## config.mk

```make
export PLATFORM = sky130hd
export DESIGN_NAME = nand_ecc_gen
export DESIGN_NICKNAME = d
export VERILOG_FILES = /design/src/rtl/ecc_gen_pkg.sv /design/src/rtl/ecc_half_acc.sv /design/src/rtl/ecc_mode_ctrl.sv /design/src/rtl/nand_ecc_gen.sv
export SDC_FILE = /design/constraint.sdc
export NUM_CORES = 1
export LEC_CHECK = 0
export ABC_AREA = 1
export BUFFER_PORTS_ARGS = -buffer_cell sky130_fd_sc_hd__buf_4
export CAP_MARGIN = 20
export CORE_MARGIN = 1.5
export CORE_UTILIZATION = 32
export DETAILED_ROUTE_END_ITERATION = 8
export GPL_TIMING_DRIVEN = 0
export PLACE_DENSITY = 0.5
export SLEW_MARGIN = 15
export SYNTH_ARGS = -nofsm -noshare
export SYNTH_HDL_FRONTEND = slang
export SYNTH_HIERARCHICAL = 1
export SYNTH_SLANG_ARGS = --single-unit
```

## constraint.sdc

```tcl
create_clock -name clk -period 4.65 [get_ports clk]
set_clock_uncertainty 0.2 [all_clocks]
set_input_delay 0.465 -clock clk [delete_from_list [all_inputs] [get_ports clk]]
set_output_delay 0.465 -clock clk [all_outputs]
set_load 0.005 [all_outputs]
```

## src/rtl/ecc_gen_pkg.sv

```systemverilog
package ecc_gen_pkg;
  localparam logic [7:0] MODE_CLEAR  = 8'hF4;
  localparam logic [7:0] MODE_ACCUM  = 8'hB4;
  localparam logic [7:0] MODE_RESULT = 8'hD4;
  localparam logic [7:0] MODE_DATA   = 8'h94;

  typedef enum logic [1:0] {
    ST_DATA   = 2'd0,
    ST_ACCUM  = 2'd1,
    ST_RESULT = 2'd2
  } ecc_state_e;
endpackage

```

## src/rtl/ecc_half_acc.sv

```systemverilog
module ecc_half_acc #(
  parameter int DATA_W = 8,
  parameter int IDX_W  = 8,
  localparam int POS_W = $clog2(DATA_W),
  localparam int LP_W  = 2 * IDX_W,
  localparam int CB_W  = 2 * POS_W + 2
) (
  input  logic              clk,
  input  logic              rst,
  input  logic              clr,
  input  logic              en,
  input  logic [DATA_W-1:0] byte_in,
  input  logic [IDX_W-1:0]  idx,
  output logic [LP_W-1:0]   lp_code,
  output logic [CB_W-1:0]   cp_code
);
  logic [IDX_W-1:0]  odd_q, even_q;
  logic [DATA_W-1:0] col_q;
  logic              bpar;

  assign bpar = ^byte_in;

  always_ff @(posedge clk) begin
    if (rst || clr) begin
      odd_q  <= '0;
      even_q <= '0;
      col_q  <= '0;
    end else if (en) begin
      odd_q  <= odd_q  ^ ({IDX_W{bpar}} & idx);
      even_q <= even_q ^ ({IDX_W{bpar}} & ~idx);
      col_q  <= col_q  ^ byte_in;
    end
  end

  for (genvar k = 0; k < IDX_W; k++) begin : g_lp
    assign lp_code[2*k+1] = ~odd_q[k];
    assign lp_code[2*k]   = ~even_q[k];
  end

  always_comb begin
    cp_code = '1;
    for (int j = 0; j < POS_W; j++) begin
      logic hi, lo;
      hi = 1'b0;
      lo = 1'b0;
      for (int b = 0; b < DATA_W; b++) begin
        if (((b >> j) & 1) == 1) hi = hi ^ col_q[b];
        else                     lo = lo ^ col_q[b];
      end
      cp_code[2*j+3] = ~hi;
      cp_code[2*j+2] = ~lo;
    end
  end

  // a clear leaves an all-ones code
  a_r2_clear_ones: assert property (@(posedge clk) disable iff (rst)
    clr |=> ((&lp_code) && (&cp_code)));
  // the two low column bits stay set
  a_r6_cp_low_ones: assert property (@(posedge clk) disable iff (rst)
    cp_code[1:0] == 2'b11);
endmodule

```

## src/rtl/ecc_mode_ctrl.sv

```systemverilog
module ecc_mode_ctrl
  import ecc_gen_pkg::*;
#(
  parameter int CNT_W  = 9,
  parameter int NWORDS = 3,
  localparam int WI_W  = $clog2(NWORDS)
) (
  input  logic             clk,
  input  logic             rst,
  input  logic             mode_we,
  input  logic [7:0]       mode_code,
  input  logic             byte_valid,
  input  logic             rd_req,
  output ecc_state_e       state,
  output logic             clr,
  output logic             acc_en,
  output logic [CNT_W-1:0] byte_cnt,
  output logic             word_rd,
  output logic [WI_W-1:0]  word_idx
);
  logic pend_q;

  assign clr     = mode_we && (mode_code == MODE_CLEAR);
  assign acc_en  = (state == ST_ACCUM) && byte_valid && !pend_q;
  assign word_rd = (state == ST_RESULT) && rd_req && !pend_q;

  always_ff @(posedge clk) begin
    if (rst) begin
      state    <= ST_DATA;
      pend_q   <= 1'b0;
      byte_cnt <= '0;
      word_idx <= '0;
    end else begin
      if (acc_en) byte_cnt <= byte_cnt + 1'b1;
      if (word_rd)
        word_idx <= (word_idx == WI_W'(NWORDS - 1)) ? '0 : word_idx + 1'b1;
      if (rd_req && pend_q) pend_q <= 1'b0;
      if (mode_we) begin
        case (mode_code)
          MODE_CLEAR: begin
            state    <= ST_DATA;
            pend_q   <= 1'b1;
            byte_cnt <= '0;
          end
          MODE_ACCUM:  if (!pend_q) state <= ST_ACCUM;
          MODE_RESULT: begin
            state    <= ST_RESULT;
            word_idx <= '0;
          end
          MODE_DATA:   state <= ST_DATA;
          default: ;
        endcase
      end
    end
  end

  // accumulate code ignored while a reset is pending
  a_r2_accum_blocked: assert property (@(posedge clk) disable iff (rst)
    (mode_we && mode_code == MODE_ACCUM && pend_q && !rd_req) |=> (state != ST_ACCUM));
  // byte counter wraps to zero
  a_r4_cnt_wrap: assert property (@(posedge clk) disable iff (rst)
    (acc_en && (&byte_cnt) && !mode_we) |=> (byte_cnt == '0));
  // readout index returns to word 0 after the last word
  a_r8_idx_wrap: assert property (@(posedge clk) disable iff (rst)
    (word_rd && word_idx == WI_W'(NWORDS - 1) && !mode_we) |=> (word_idx == '0));
  // readout index never exceeds the last word
  a_r8_idx_range: assert property (@(posedge clk) disable iff (rst)
    word_idx <= WI_W'(NWORDS - 1));
endmodule

```

## src/rtl/nand_ecc_gen.sv

```systemverilog
module nand_ecc_gen
  import ecc_gen_pkg::*;
#(
  parameter int SECTOR_BYTES = 512,
  localparam int HALF_BYTES  = SECTOR_BYTES / 2,
  localparam int IDX_W       = $clog2(HALF_BYTES),
  localparam int CNT_W       = IDX_W + 1,
  localparam int NHALF       = 2,
  localparam int NWORDS      = 3,
  localparam int WI_W        = $clog2(NWORDS)
) (
  input  logic        clk,
  input  logic        rst,
  input  logic        mode_we,
  input  logic [7:0]  mode_code,
  input  logic        byte_valid,
  input  logic [7:0]  byte_in,
  input  logic        rd_req,
  output logic        rd_valid,
  output logic [15:0] rd_data
);
  ecc_state_e       state;
  logic             clr, acc_en, word_rd;
  logic [CNT_W-1:0] byte_cnt;
  logic [WI_W-1:0]  word_idx;
  logic [2*IDX_W-1:0] lp [NHALF];
  logic [7:0]         cp [NHALF];
  logic [15:0]        word_sel;

  ecc_mode_ctrl #(.CNT_W(CNT_W), .NWORDS(NWORDS)) u_ctrl (
    .clk(clk), .rst(rst), .mode_we(mode_we), .mode_code(mode_code),
    .byte_valid(byte_valid), .rd_req(rd_req), .state(state), .clr(clr),
    .acc_en(acc_en), .byte_cnt(byte_cnt), .word_rd(word_rd), .word_idx(word_idx)
  );

  for (genvar h = 0; h < NHALF; h++) begin : g_half
    ecc_half_acc #(.DATA_W(8), .IDX_W(IDX_W)) u_half (
      .clk(clk), .rst(rst), .clr(clr),
      .en(acc_en && (byte_cnt[IDX_W] == 1'(h))),
      .byte_in(byte_in), .idx(byte_cnt[IDX_W-1:0]),
      .lp_code(lp[h]), .cp_code(cp[h])
    );
  end

  always_comb begin
    case (word_idx)
      WI_W'(0): word_sel = {lp[0][15:8], lp[0][7:0]};
      WI_W'(1): word_sel = {lp[1][7:0], cp[0]};
      default:  word_sel = {cp[1], lp[1][15:8]};
    endcase
  end

  always_ff @(posedge clk) begin
    if (rst) begin
      rd_valid <= 1'b0;
      rd_data  <= '0;
    end else begin
      rd_valid <= word_rd;
      rd_data  <= word_rd ? word_sel : '0;
    end
  end

  // a result word appears only one cycle after a request
  a_r8_valid_after_req: assert property (@(posedge clk) disable iff (rst)
    rd_valid |-> $past(rd_req));
  // no result words outside readout mode
  a_r9_no_valid_in_data: assert property (@(posedge clk) disable iff (rst)
    (state == ST_DATA && !mode_we) |=> !rd_valid);
endmodule

```

# Word level (Yosys, flattened, before mapping)
# Index checks and enable logic that the tools add are counted.
[totals]
reg_bits = 79
latchBits = 0
ram_bits = 0
romBits = 0
input_bits = 21
output_inout_bits = 17
memories = 0
[op_classes]
add_sub_neg = 2
mul = 0
div_mod_pow = 0
magnitude_cmp = 0
eq_ne = 9
shift = 0
n_mux = 13
bitwise = 89
n_reduce_logical = 16
[ops]
columns = ["operator", "n"]
rows = [
  ["XOR 8 bit", 6],
  ["inverter 1 bit", 46],
  ["XOR 1 bit", 34],
  ["equality test 8 bit (second input constant)", 4],
  ["one-hot mux 16 bit (2 select lines)", 1],
  ["2-to-1 mux 9 bit", 3],
  ["AND 8 bit", 2],
  ["2-to-1 mux 2 bit", 5],
  ["adder 9 x 1 -> 9 bit (second input constant)", 1],
  ["logical AND 1 bit", 8],
  ["inverter 8 bit", 1],
  ["XOR reduction 8 bit", 1],
  ["one-hot mux 2 bit (3 select lines)", 1],
  ["equality test 2 x 1 -> 1 bit (second input constant)", 2],
  ["equality test 2 bit (second input constant)", 2],
  ["OR reduction 2 bit", 2],
  ["2-to-1 mux 1 bit", 3],
  ["AND reduction 3 bit", 1],
  ["nonzero test 3 bit", 1],
  ["adder 2 x 1 -> 2 bit (second input constant)", 1],
  ["zero test 2 bit", 1],
  ["!= test 2 bit (second input constant)", 1],
  ["zero test 1 bit", 1],
  ["logical OR 1 bit", 1],
]

# Depth between registers and ports, before layout
# Gate-level depths: netlist of run 1.
[depth]
depth_word = 6
ltp_mapped = 11
mapped_depth_nobuf = 10

# Hierarchy
# The synthesis of run 1 kept the hierarchy.
[modules_own_cells]
columns = ["module", "n_inst", "cells_each", "area_each_um2", "seq_area_each_um2"]
rows = [
  ["ecc_half_acc", 2, 232, 1447.6, 480.5],
  ["nand_ecc_gen", 1, 128, 859.6, 340.3],
  ["ecc_mode_ctrl", 1, 117, 812.0, 280.3],
]

# Worst setup path after synthesis of run 1
# No wires, ideal clock.
[synth_timing]
kind = "input to register"
startpoint = "input byte_valid"
endpoint = "register g_half[0].u_half.odd_q[0]"
setup_ns = 0.115
t_arrival_ns = 1.493
required_ns = 4.335
slack_ns = 2.842
stages = 11
path_buffers = 2
path_cell_list = "nand2_2 > nor3_4 > inv_1 > nor2_1 > clkbuf_1 > buf_2 > nand2_1 > inv_1 > nand3_1 > nand2_1 > nor2_1"
[synth_via]
elab_chain_cells = 3
[synth_rtl]
columns = ["item", "line_no", "source"]
rows = [
  ["start, declared", "nand_ecc_gen.sv:16", "input logic byte_valid,"],
  ["logical AND 1 bit (2 in a row)", "ecc_mode_ctrl.sv:24", "assign acc_en = (state == ST_ACCUM) && byte_valid && !pend_q;"],
  ["net acc_en", "nand_ecc_gen.sv:23", "logic clr, acc_en, word_rd;"],
  ["logical AND 1 bit", "nand_ecc_gen.sv:39", ".en(acc_en && (byte_cnt[IDX_W] == 1'(h))),"],
  ["end signal, assigned", "ecc_half_acc.sv:29", "odd_q <= odd_q ^ ({IDX_W{bpar}} & idx);"],
  ["end, declared", "ecc_half_acc.sv:17", "logic [IDX_W-1:0] odd_q, even_q;"],
]
# The timed path passes the listed nets, and every way through them passes these cells.
# A chain may end at the register's enable or synchronous reset.

# Final worst setup path of run 1
[layout_timing]
startpoint = "register u_ctrl.state[0]"
endpoint = "register g_half[0].u_half.odd_q[5]"
[layout_via]
elab_chain_cells = 4
[layout_rtl]
columns = ["item", "line_no", "source"]
rows = [
  ["start, declared", "ecc_mode_ctrl.sv:14", "output ecc_state_e state,"],
  ["start signal, assigned", "ecc_mode_ctrl.sv:29", "state <= ST_DATA;"],
  ["start signal, assigned", "ecc_mode_ctrl.sv:41", "state <= ST_DATA;"],
  ["start signal, assigned", "ecc_mode_ctrl.sv:45", "MODE_ACCUM: if (!pend_q) state <= ST_ACCUM;"],
  ["equality test 2 x 1 -> 1 bit", "ecc_mode_ctrl.sv:24", ""],
  ["logical AND 1 bit (2 in a row)", "ecc_mode_ctrl.sv:24", ""],
  ["net acc_en", "nand_ecc_gen.sv:23", ""],
  ["logical AND 1 bit", "nand_ecc_gen.sv:39", ""],
]
# The timed path passes the listed nets, and every way through them passes these cells.

==> results.py, run 1 <==
metrics = {
    "pwr": {
        "vdd_ir_drop_max_uv": 218,
        "switching_share_pct": 23.6,
        "power.internal_mw": 1.22,
        "clock_power_share_pct": 47.8,
        "cellPowerDensity_nw_per_um2": 295,
        "power_frac_seq_pct": 42.6,
        "p_comb_share_pct": 9.5,
        "total_switching_power_mw": 0.376,
        "p_leak_nw": 2.56,
    },
    "synth": {
        "ys_seq_elements": 79,
        "synth_top_cells_by_count": "nand2_1, inv_1, nor2_1, nand3_1, dfxtp_1",
        "synthMuxAreaShare_pct": 0,
        "synth.area.top_cells": "dfxtp_1, nand2_1, nand3_1, inv_1, nor2_1",
        "synth_edf_count": 0,
        "synth_fa_ha_area_share_pct": 0.274,
        "dominantRegCellSynth": "dfxtp_1",
        "ys_warn_count": 6,
        "synth_most_common_cell": "nand2_1",
        "synth-compound-area-share_pct": 6.88,
        "synth.cell_area_sq_um": 4570,
        "yosys.area_share.simple_pct": 37.6,
        "synthArstFlopShare_pct": 0,
        "synth_top_family_by_area": "simple AND/OR/NAND/NOR gates",
        "yosysTopAreaCell": "dfxtp_1",
        "synth_top_area_share_pct": 34.6,
        "ys_seq_area_share_pct": 34.6,
        "synth-xor-area-share_pct": 6.71,
        "synthCells": 709,
        "synth.avg_cell_area_sq_um": 6.44,
        "synth_cell_type_count": 30,
    },
    "routing": {
        "wl_per_cell_um": 12.2,
        "ant_nets": 0,
        "vias": 4335,
        "wirelength_um": 11500,
        "avgViaCountPerCell": 4.59,
        "dr.pass1.iters": 5,
        "drc_errors": 0,
        "drtIter0Drc": 342,
    },
    "sta": {
        "setup-tns-final_ns": 0,
        "fin_crit_sh_pct": 48.2,
        "setup_viol": 0,
        "drv_slew": 0,
        "hold_ws_ns": 0.125,
        "relSlewSlack_pct": 61.9,
        "setup_ws_ns": 2.41,
        "finalHoldViolCount": 0,
        "tightestPinTransition_ns": 0.569,
        "period_minus_slack_ns": 2.24,
        "clock.fmax_mhz": 446,
        "rsz0062_at_grt": "false",
    },
    "placement": {
        "dp_slack_ns": 2.27,
        "port_buffers": 37,
        "place.gp.congestion": 0.819,
        "dpl_cell_area_sq_um": 5080,
        "dp_hpwl_um": 8680,
    },
    "clock_network": {
        "cts.reportedPaths.clkPinSlew_ns": 0.06,
        "cts_resized": 0,
        "h-tree-depth": 3,
        "clockRootBuffer": "clkbuf_16",
        "cts_buffer_depth": 2,
        "hold_buffers": 0,
        "cts_setup_buffers": 0,
        "clk_latency_ns": 0.34,
        "cts_tree": "built",
        "cts_inserted_buffers": 9,
        "cts_sinks": 79,
    },
    "global_route": {
        "grt_max_degree": 14,
        "grt_pass1_vias": 3976,
        "overflow": 0,
        "grt_pass1_wl_um": 19100,
        "grt_usage_pct": 16.5,
        "antenna_found_initial": 0,
    },
    "critical_path": {
        "cp.arrival_ns": 2.28,
        "critPathKind": "flip-flop to flip-flop",
        "start_kind": "flip-flop",
        "worstPathMaxFanout": 10,
        "worstPathRequired_ns": 4.68,
        "cp-end-kind": "flip-flop",
    },
    "min_path": {
        "hp-class": "input port to flip-flop",
    },
    "floorplanning": {
        "ios": 38,
        "die_x_um": 122,
        "start_util_pct": 32.9,
        "core_area_sq_um": 13900,
        "die-area_sq_um": 15000,
        "die_h_um": 122,
        "num_rows": 43,
    },
    "cells_and_area": {
        "areaGrowthSynthToFinish_pct": 18.2,
        "nets": 781,
        "antenna_cells": 0,
        "final_cell_area_sq_um": 5400,
        "drive_above_1_share_pct": 13.1,
    },
    "job": {
        "maxCapViolCount": 0,
    },
    "status": {
        "status": "complete, no violations",
    },
}
routing by layer:
layer / share of wire [%] / vias to the layer above / GRT usage (%)
met1: 48 / 1961 / 21.4
met4: 1.8 / 0 / 5.09
met2: 46 / 92 / 26.9
li1: - / 2269 / -
met5: 0 / - / 0
met3: 4.8 / 13 / 4.09
through the flow:
stage	instances	util (%)	total power, mW
after floorplan	711	-	0.793
after global placement	928	36.6	0.842
after detailed placement	928	36.6	0.845
after CTS	944	38.9	1.62
after global routing	944	38.9	1.66
final	944	38.9	1.59
cells in the final DEF, fill, tap and decap left out, types with 8 or more instances in the layout:
cell type    n
inv_1      110
xnor2_1     27
xor2_1       8
nand2_1    189
buf_6        8
nor2_1      92
clkbuf_16    9
buf_4       44
dfxtp_1     79
a21oi_1     53
nand3_1     84
layout make-up:
type,count,area (sq um)
plain buffers,27,208
clock buffers,10,239
clock inverters,6,83.8
fillers,1506,8480
inverters,111,419
multi-input cells,494,2370
flip-flops and latches,79,1580
well taps,180,225
repair buffers,37,278
power groups by stage:
stage               registers (mW)  clock network [mW]  logic, mW
floorplan                    0.694                   0     0.0991
global placement             0.694                   0      0.148
detailed placement           0.694                   0      0.151
CTS                          0.679               0.785      0.152
global route                 0.678               0.816      0.169
finish                       0.679               0.762      0.152
state kept, by name (all words and copies together) (netlist names), 2 cells and up:
name,count
g_half.u_half/col_q,16
g_half.u_half/even_q,16
g_half.u_half/odd_q,16
rd_data,16
u_ctrl/byte_cnt,9
u_ctrl/state,2
u_ctrl/word_idx,2
critical path, cell delays in order (launching register included):
cell and delay (ns):
dfxtp_1 0.41, nand2_2 0.09, nor3_4 0.24, inv_1 0.07
nor2_1 0.14, clkbuf_1 0.32, buf_2 0.31, nand2_1 0.09
inv_1 0.08, nand3_1 0.08, nand2_1 0.06, nor2_1 0.04
path summary, 6_finish.rpt:
kind | from | end | slack [ns] | cells past startpoint
max reg2reg | u_ctrl/state[0]$_SDFFE_PP0P_ | g_half[0].u_half/odd_q[5]$_SDFFE_PP0P_ | 2.41 | 11
min | rst | u_ctrl/pend_q$_SDFF_PP0_ | 0.12 | 2
max | u_ctrl/state[0]$_SDFFE_PP0P_ | g_half[0].u_half/odd_q[5]$_SDFFE_PP0P_ | 2.41 | 11
min reg2reg | g_half[1].u_half/even_q[3]$_SDFFE_PP0P_ | g_half[1].u_half/even_q[3]$_SDFFE_PP0P_ | 0.31 | 2
cells by family (layout without fill, tap and decap cells):
family,count (synthesis),in the layout
AOI/OAI and AO/OA,62,62
xor gates and xnor gates,35,35
adders and majority gates,1,1
buffers and inverters,138,191
DFF,79,79
other,2,4
and+or+nand+nor,392,392
(Power assumes the default switching activity.)
==> inputs of run 2 (changes only) <==
Clock period 4.65 ns to 2.3 ns, I/O delays scaled along.
==> run 2 against run 1 <==
  * First-iteration DRC count grew 1.5%
  * Cell area rose by 0.46%
  * Cell count is 0.11% higher
  * Count of clock-buffer cells in the layout unchanged
  * Via count barely moved
  * Critical path depth unchanged
  * Clock power grew 100%
  * Total power is 100% higher
  * Routed wire length up 0.22%
  * Sequential share of layout area fell by 0.14 points
  * Largest power group unchanged
  * Highest routed layer unchanged
==> results.py, run 2 (synthesis results as in run 1) <==
metrics = {
    "status": {
        "status": "complete, no violations",
    },
    "pwr": {
        "power.internal_mw": 2.46,
        "switching_share_pct": 23.6,
        "power_frac_seq_pct": 42.6,
        "total_switching_power_mw": 0.759,
        "finalPower_mw": 3.22,
        "p_comb_share_pct": 9.6,
        "vdd_ir_drop_max_uv": 440,
        "cellPowerDensity_nw_per_um2": 593,
        "p_leak_nw": 2.58,
        "clock_power_share_pct": 47.8,
    },
    "clock_network": {
        "cts_buffer_depth": 2,
        "clockRootBuffer": "clkbuf_16",
        "h-tree-depth": 3,
        "cts_sinks": 79,
        "clk_latency_ns": 0.34,
        "cts_setup_buffers": 0,
        "cts_inserted_buffers": 9,
        "cts.reportedPaths.clkPinSlew_ns": 0.06,
        "cts_tree": "built",
    },
    "cells_and_area": {
        "final_common_cell": "nand2_1",
        "drive_above_1_share_pct": 13.5,
        "layout_common_cells": "nand2_1, inv_1, nor2_1",
        "areaGrowthSynthToFinish_pct": 18.8,
        "finalNonFillerCells": 945,
        "nets": 782,
        "antenna_cells": 0,
        "final_cell_area_sq_um": 5430,
        "post-route-util_pct": 39.1,
    },
    "routing": {
        "wirelength_um": 11500,
        "vias": 4331,
        "wl_per_cell_um": 12.2,
        "drtIter0Drc": 347,
        "ant_nets": 0,
        "dr.pass1.iters": 5,
        "drc_errors": 0,
        "avgViaCountPerCell": 4.58,
    },
    "global_route": {
        "grt_max_degree": 14,
        "grt_pass1_vias": 3978,
        "overflow": 0,
        "grt_pass1_wl_um": 19200,
        "grt_usage_pct": 16.5,
        "antenna_found_initial": 0,
    },
    "sta": {
        "period_minus_slack_ns": 2.09,
        "fin_crit_sh_pct": 90.7,
        "drv_slew": 0,
        "hold_ws_ns": 0.0278,
        "setup_viol": 0,
        "tightestPinTransition_ns": 0.576,
        "finalHoldViolCount": 0,
        "setup_ws_ns": 0.214,
        "setup-tns-final_ns": 0,
        "clock.fmax_mhz": 479,
        "relSlewSlack_pct": 61.5,
    },
    "placement": {
        "dp_hpwl_um": 8680,
        "dp_slack_ns": 0.0595,
        "dpl_cell_area_sq_um": 5080,
        "place.gp.congestion": 0.819,
        "port_buffers": 37,
        "dp_cells": 928,
    },
    "critical_path": {
        "worst-r2r-cell-count": 11,
        "worstPathMaxFanout": 10,
        "critPathKind": "flip-flop to flip-flop",
        "rr_startpoint": "u_ctrl/state[0]$_SDFFE_PP0P_",
        "cp.arrival_ns": 2.12,
        "cp-end-kind": "flip-flop",
        "rrSetupSlack_ns": 0.21,
        "start_kind": "flip-flop",
        "reg2reg_to": "g_half[0].u_half/odd_q[5]$_SDFFE_PP0P_",
        "worstPathRequired_ns": 2.33,
    },
    "floorplanning": {
        "ios": 38,
        "core_area_sq_um": 13900,
        "die_h_um": 122,
        "die_x_um": 122,
        "num_rows": 43,
        "die-area_sq_um": 15000,
        "start_util_pct": 32.9,
    },
    "min_path": {
        "hold_start": "byte_in[2]",
        "hold_path_end": "g_half[0].u_half/col_q[2]$_SDFFE_PP0P_",
        "holdPathStages": 3,
        "hp-class": "input port to flip-flop",
    },
    "job": {
        "maxCapViolCount": 0,
    },
}
-- run 2: worst max-delay path, cell delays in order (launching register included) --
cell	delay (ns)
dfxtp_1	0.41
nand2_2	0.09
nor3_4	0.25
inv_1	0.07
nor2_1	0.14
clkbuf_2	0.23
clkbuf_4	0.25
nand2_1	0.07
inv_1	0.09
nand3_1	0.08
nand2_1	0.06
nor2_1	0.04
-- run 2: power groups by stage --
stage | Combinational, mW | Clock [mW] | Sequential (mW)
after floorplan | 0.200 | 0 | 1.40
after CTS | 0.309 | 1.59 | 1.37
after global placement | 0.299 | 0 | 1.40
after global routing | 0.343 | 1.65 | 1.37
after detailed placement | 0.306 | 0 | 1.40
final | 0.308 | 1.54 | 1.37
-- run 2: worst max-delay path by stage --
stage / startpoint / end / slack (ns)
2_1_floorplan: u_ctrl/state[0]$_SDFFE_PP0P_ / g_half[0].u_half/odd_q[0]$_SDFFE_PP0P_ / 0.55
3_3_place_gp: u_ctrl/state[0]$_SDFFE_PP0P_ / g_half[0].u_half/odd_q[5]$_SDFFE_PP0P_ / 0.07
3_5_place_dp: u_ctrl/state[0]$_SDFFE_PP0P_ / g_half[0].u_half/odd_q[5]$_SDFFE_PP0P_ / 0.06
4_1_cts: u_ctrl/state[0]$_SDFFE_PP0P_ / g_half[0].u_half/odd_q[5]$_SDFFE_PP0P_ / 0.04
5_1_grt: u_ctrl/state[0]$_SDFFE_PP0P_ / g_half[0].u_half/odd_q[1]$_SDFFE_PP0P_ / -0.001
6_report: u_ctrl/state[0]$_SDFFE_PP0P_ / g_half[0].u_half/odd_q[5]$_SDFFE_PP0P_ / 0.21
-- run 2: metal layers --
metal	global-route usage [%]	part of all wire, %	routed length, um	vias to the layer above
li1	-	-	-	2268
met1	21.5	48	5540	1952
met2	26.9	46	5240	98
met3	4.09	4.5	514	13
met4	5.09	1.9	217	0
met5	0	0	0	-
-- run 2: layout make-up --
type	instances	area [sq um]
plain buffers	26	213
clock buffers	10	239
clock inverters	6	83.8
fillers	1505	8460
inverters	111	419
multi-input cells	494	2370
flip-flops and latches	79	1580
well taps	180	225
repair buffers	39	298
-- run 2: timing repair --
action                                 in CTS  in global routing
hold buffers                                2                  0
endpoints found under the hold margin       1                  0
resized for setup                           0                  8
setup endpoints to repair                   0                 28
